<file path="config.mk">
export PLATFORM = sky130hd
export DESIGN_NAME = ctr_slot_alloc
export DESIGN_NICKNAME = d
export VERILOG_FILES = /design/src/rtl/ctr_slot_alloc_pkg.sv /design/src/rtl/ctr_affinity_lut.sv /design/src/rtl/ctr_low_pick.sv /design/src/rtl/ctr_slot_alloc.sv
export SDC_FILE = /design/constraint.sdc
export NUM_CORES = 1
export LEC_CHECK = 0
export ABC_AREA = 1
export CAP_MARGIN = 5
export CORE_ASPECT_RATIO = 1.1
export CORE_MARGIN = 10
export CORE_UTILIZATION = 45
export DETAILED_ROUTE_END_ITERATION = 16
export PLACE_DENSITY = 0.69
export SLEW_MARGIN = 20
export SYNTH_ARGS = -nofsm -noshare
export SYNTH_HDL_FRONTEND = slang
export SYNTH_HIERARCHICAL = 1
export SYNTH_SLANG_ARGS = --single-unit
</file>
<file path="constraint.sdc">
create_clock -name clk -period 3.24 [get_ports clk]
set_input_delay 0.648 -clock clk [delete_from_list [all_inputs] [get_ports clk]]
set_output_delay 0.648 -clock clk [all_outputs]
set_load 0.01 [all_outputs]
</file>
<file path="src/rtl/ctr_slot_alloc_pkg.sv">
package ctr_slot_alloc_pkg;
  localparam int NUM_CTRS = 10;
  localparam int CODE_W   = 8;
  localparam int IDX_W    = $clog2(NUM_CTRS);

  typedef logic [NUM_CTRS-1:0] ctr_mask_t;

  // Counters each event code may occupy.
  function automatic ctr_mask_t allowed_ctrs(input logic [CODE_W-1:0] code);
    ctr_mask_t m;
    case (code)
      8'h02:                                   m = 10'b11_1111_1101;
      8'h8c:                                   m = 10'b00_1000_0010;
      8'h01, 8'h96, 8'h97, 8'h9a, 8'h9b, 8'h9f: m = 10'b00_1000_0000;
      8'hf5, 8'hf6, 8'hf7, 8'hfd:              m = 10'b00_0101_0100;
      8'hf8:                                   m = 10'b00_1111_1100;
      8'h8d, 8'h8e, 8'h8f, 8'h90, 8'h93, 8'h94, 8'h95, 8'h98, 8'h99,
      8'h9c, 8'hbf, 8'hc0, 8'hc1, 8'hc4, 8'hc5, 8'hc6, 8'hc8, 8'hca,
      8'hcb:                                   m = 10'b00_1110_0000;
      default:                                 m = 10'b11_1111_1100;
    endcase
    return m;
  endfunction

  // Index of the lowest set bit; 0 when the mask is empty.
  function automatic logic [IDX_W-1:0] lowest_index(input ctr_mask_t m);
    logic [IDX_W-1:0] r;
    r = '0;
    for (int i = NUM_CTRS - 1; i >= 0; i--)
      if (m[i]) r = IDX_W'(i);
    return r;
  endfunction
endpackage

</file>
<file path="src/rtl/ctr_affinity_lut.sv">
module ctr_affinity_lut
  import ctr_slot_alloc_pkg::*;
(
  input  logic [CODE_W-1:0] code,
  output ctr_mask_t         allowed
);
  assign allowed = allowed_ctrs(code);
endmodule

</file>
<file path="src/rtl/ctr_low_pick.sv">
module ctr_low_pick
  import ctr_slot_alloc_pkg::*;
(
  input  ctr_mask_t        cand,
  output logic             found,
  output logic [IDX_W-1:0] idx,
  output ctr_mask_t        onehot
);
  assign found = |cand;
  assign idx   = lowest_index(cand);

  // Isolate the lowest set bit: a bit survives only if no lower bit is set.
  genvar g;
  generate
    for (g = 0; g < NUM_CTRS; g++) begin : g_iso
      if (g == 0) begin : g_first
        assign onehot[g] = cand[g];
      end else begin : g_rest
        assign onehot[g] = cand[g] && !(|cand[g-1:0]);
      end
    end
  endgenerate
endmodule

</file>
<file path="src/rtl/ctr_slot_alloc.sv">
module ctr_slot_alloc
  import ctr_slot_alloc_pkg::*;
(
  input  logic             clk,
  input  logic             rst_n,
  input  logic             req_valid,
  input  logic [7:0]       req_code,
  input  logic             rel_valid,
  input  logic [3:0]       rel_idx,
  output logic             rsp_valid,
  output logic             rsp_ok,
  output logic [3:0]       rsp_idx
);
  ctr_mask_t        used_q;
  ctr_mask_t        rel_vec;
  ctr_mask_t        used_eff;
  ctr_mask_t        allowed;
  ctr_mask_t        cand;
  ctr_mask_t        pick_vec;
  ctr_mask_t        grant_vec;
  logic             pick_found;
  logic [IDX_W-1:0] pick_idx;
  logic             grant_any;
  logic             rel_in_range;

  assign rel_in_range = rel_valid && (rel_idx < 4'(NUM_CTRS));

  genvar g;
  generate
    for (g = 0; g < NUM_CTRS; g++) begin : g_rel
      assign rel_vec[g] = rel_valid && (rel_idx == 4'(g));
    end
  endgenerate

  // Release is applied before the request looks at the mask.
  assign used_eff = used_q & ~rel_vec;

  ctr_affinity_lut u_lut (
    .code    (req_code),
    .allowed (allowed)
  );

  assign cand = allowed & ~used_eff;

  ctr_low_pick u_pick (
    .cand   (cand),
    .found  (pick_found),
    .idx    (pick_idx),
    .onehot (pick_vec)
  );

  assign grant_any = req_valid && pick_found;
  assign grant_vec = req_valid ? pick_vec : '0;

  always_ff @(posedge clk or negedge rst_n) begin
    if (!rst_n) begin
      used_q    <= '0;
      rsp_valid <= 1'b0;
      rsp_ok    <= 1'b0;
      rsp_idx   <= '0;
    end else begin
      used_q    <= used_eff | grant_vec;
      rsp_valid <= req_valid;
      rsp_ok    <= grant_any;
      rsp_idx   <= grant_any ? 4'(pick_idx) : 4'd0;
    end
  end

  // Assertions
  assert_rsp_after_req_R9: assert property (@(posedge clk) disable iff (!rst_n)
    req_valid |=> rsp_valid);
  assert_no_rsp_idle_R9: assert property (@(posedge clk) disable iff (!rst_n)
    !req_valid |=> !rsp_valid);
  // a grant never lands outside the event's allowed counters.
  assert_grant_allowed_R1: assert property (@(posedge clk) disable iff (!rst_n)
    (grant_vec & ~allowed) == '0);
  // a grant only takes a counter that is free once the release is applied.
  assert_grant_free_R6: assert property (@(posedge clk) disable iff (!rst_n)
    (grant_vec & used_eff) == '0);
  assert_grant_marks_R6: assert property (@(posedge clk) disable iff (!rst_n)
    grant_any |=> used_q[$past(pick_idx)]);
  // a failed request with no release leaves the mask untouched.
  assert_fail_keeps_mask_R7: assert property (@(posedge clk) disable iff (!rst_n)
    (req_valid && !grant_any && !rel_valid) |=> used_q == $past(used_q));
  // a release frees its counter unless the same-cycle request takes it again.
  assert_release_clears_R8: assert property (@(posedge clk) disable iff (!rst_n)
    (rel_in_range && (grant_vec & rel_vec) == '0) |=> !used_q[$past(rel_idx)]);
  assert_rsp_ok_idx_R7: assert property (@(posedge clk) disable iff (!rst_n)
    (rsp_valid && !rsp_ok) |-> rsp_idx == 4'd0);
endmodule

</file>
==> flow_summary.yaml <==
status:
  status: "finished, final reports clean"
yosys:
  synth_fp_nets: 244
  synth_edf_count: 0
  ys_types: 27
  avgSynthCellArea_um2: 6.075
  postSynth.asyncResetShare_pct: 100.0
  synthFlopType: "dfrtp_1"
  yosysSeqAreaShare_pct: 28.91
  synth_seq_cells: 16
  synthCells: 228
  ys_warn_count: 6
  synth_area_mm2: 0.001385
power:
  p_per_area_mw_per_mm2: 537.3
  comb_power_share_pct: 50.8
  static-leakage-power_nw: 0.8705
  p_sw_share_pct: 40.25
  power_switching_mw: 0.3588
  p_int_mw: 0.5326
  p_seq_share_pct: 34.0
  clkPwrFrac_pct: 15.1
  ir_worst_vdd_mv: 0.3634
timing:
  tns_ns: 0
  slew_headroom_pct: 50.83
  fin_ws_ns: 0.4904
  hold_viol_final: 0
  period_share_pct: 84.87
  tightest_slew_ns: 0.7353
  finalSetupViolations: 0
  drv_slew: 0
  min_period_ns: 2.750
  skew_ns: 0.003446
  rsz0062_at_grt: "no"
  fmax_mhz: 363.7
worst_hold_path:
  hp-class: "reg2reg"
die:
  row_count: 21
  coreArea_mm2: 0.002995
  fp.dieW_um: 72.90
  initial_core_util_pct: 46.24
  io_pins: 22
  dieArea_mm2: 0.005699
  die_height_um: 78.19
clocking:
  clkLatencyLatePin_ns: 0.29
  cts_tree: "yes"
  numCtsBuffers: 3
  cts_root_buf: "clkbuf_4"
  cts_buffer_depth: 2
  h-tree-depth: 1
  clk_pin_slew_ns: 0.09
  postCtsHoldBufs: 0
  post-cts-setup-buffers: 0
  cts_sinks: 16
  ctsResizeCount: 0
finish:
  areaGrowthSynthToFinish_pct: 19.78
  fill_cells: 300
  nets: 268
  final_layout_size_suffix_gt1_share_pct: 15.14
  antenna_cells: 0
global_route:
  grt-ovfl-total: 0
  first_global_vias: 1359
  grt_pass1_wl_um: 5692
  antenna_found_initial: 0
  grt_max_degree: 17
  grtUsageTotal_pct: 12.16
setup_path:
  cp-end-kind: "flop"
  crit_buf_inv: 3
  cp_top_family: "simple AND/OR/NAND/NOR gates"
  cp_slowest_cell: "clkdlybuf4s50_1"
  cp_max_fo: 8
  cp-start-kind: "input port"
  crit_chain: "clkdlybuf4s50_1 -> nand2_1 -> nand2_1 -> inv_2 -> nor2_2 -> nor2_2 -> nand4_2 -> nand2_1 -> a21boi_0 -> buf_4 -> nor3_4 -> nand3_1 -> nand2_1 -> nor2_1"
  slowest_delay_ns: 0.63
  critPathArrivalTime_ns: 2.93
  path_common_cell: "nand2_1"
  crit_type: "in2reg"
  cp_data_required_time_ns: 3.42
job:
  maxCapViolations: 0
place:
  place_congestion: 0.9174
  post-place-ws_ns: 0.1910
  portBuffers: 21
  dp_hpwl_um: 2627
detailed_routing:
  vias_per_cell: 4.702
  drcViolationCount: 0
  totalWireLength_um: 3178
  first_pass_iters: 4
  drtAntennaViolNets: 0
  vias: 1340
  routedWlPerCell_um: 11.15
  drt_iter0_drc: 60
==> synth_stat cells, drive strengths merged, types with 2 or more instances <==
library cell / instances / area share, %
nand2: 88 / 26
nand3: 13 / 5.1
inv: 36 / 9.9
a21oi: 2 / 0.72
nor2: 48 / 14
buf: 4 / 2.4
dfrtp: 16 / 29
o21ai: 2 / 0.72
a21boi: 9 / 6.0
nor3: 3 / 2.7
==> final cells by class <==
| cell class | instances | area [µm²] | area share (%) |
|---|---|---|---|
| clock buffer | 4 | 36.28 | 2.187 |
| inverter | 37 | 142.6 | 8.597 |
| multi-input combinational | 170 | 804.5 | 48.49 |
| sequential | 16 | 400.4 | 24.13 |
| tap | 34 | 42.54 | 2.564 |
| timing repair buffer | 24 | 232.7 | 14.03 |
==> sequential cells by signal (all words and copies together) (netlist names) <==
signal     flops
rsp_idx        4
used_q        10
rsp_valid      1
rsp_ok         1
==> cell families after synthesis <==
group | share of synthesized area (%)
AO/OA/AOI/OAI | 7.859
buffers and inverters | 13.01
flip-flops | 28.91
AND/OR/NAND/NOR | 50.23
==> per-stage QoR <==
| step | cells | area (µm²) | total power, mW | hold WS (ns) | utilization (%) |
|---|---|---|---|---|---|
| after detailed placement | 281 | 1623 | 0.7622 | 0.4553 | 54.18 |
| final | 285 | 1659 | 0.8914 | 0.4763 | 55.39 |
| after floorplan | 228 | 1385 | 0.6218 | 0.3524 | - |
| after global placement | 281 | 1623 | 0.7578 | 0.4550 | 54.18 |
| after CTS | 285 | 1659 | 0.9026 | 0.4807 | 55.39 |
| after global routing | 285 | 1659 | 0.9889 | 0.5200 | 55.39 |
==> power groups by stage <==
| stage | clock [mW] | sequential [mW] | combinational, mW |
|---|---|---|---|
| final | 0.135 | 0.304 | 0.453 |
| after floorplan | 0 | 0.310 | 0.311 |
| after global placement | 0 | 0.306 | 0.452 |
| after CTS | 0.142 | 0.304 | 0.457 |
| after detailed placement | 0 | 0.307 | 0.455 |
| after global routing | 0.149 | 0.312 | 0.528 |
==> layer usage <==
layer | share of wire (%) | up-vias | global-route usage (%)
met4 | 2.9 | 0 | 6.274
met3 | 6.5 | 8 | 3.522
met2 | 45 | 29 | 19.97
li1 | - | 727 | -
met5 | 0 | - | 0
met1 | 46 | 576 | 13.84
==> layout by cell type (no fill, tap or decap) <==
| master | instances |
|---|---|
| inv_2 | 7 |
| nor3_1 | 1 |
| nand3_2 | 1 |
| nor3_4 | 2 |
| nand2_4 | 1 |
| inv_1 | 28 |
| nor4_1 | 1 |
| nand4_2 | 1 |
| o21ai_0 | 2 |
| nor2_4 | 1 |
| clkbuf_4 | 3 |
| clkdlybuf4s50_1 | 21 |
| a31oi_1 | 1 |
| nand2_2 | 8 |
| nand2_1 | 79 |
| nand3b_1 | 1 |
| and2_1 | 1 |
| a21oi_1 | 2 |
| inv_4 | 1 |
| clkinv_2 | 1 |
| buf_4 | 3 |
| nand3_1 | 12 |
| dfrtp_1 | 16 |
| a21boi_2 | 4 |
| clkbuf_8 | 1 |
| nor2_1 | 43 |
| a21boi_0 | 5 |
| nor2_2 | 4 |
==> path summary, 6_finish.rpt <==
| check | start | end | slack (ns) | depth (start not counted) |
|---|---|---|---|---|
| max in group asynchronous | rst_n | rsp_idx[1] | 2.00 | 1 |
| setup reg to reg | used_q[0] | rsp_idx[0] | 1.86 | 8 |
| setup / recovery | req_code[1] | rsp_idx[0] | 0.49 | 14 |
| min in group asynchronous | rst_n | used_q[8] | 0.78 | 1 |
| hold / removal | used_q[1] | used_q[1] | 0.48 | 2 |
| hold reg to reg | used_q[1] | used_q[1] | 0.48 | 2 |
==> worst min-delay path, delay by kind of cell, from the launching register on <==
kind / cells / cell delay, ns
flops: 1 / 0.35
simple gates: 2 / 0.10
(Power assumes the default switching activity.)
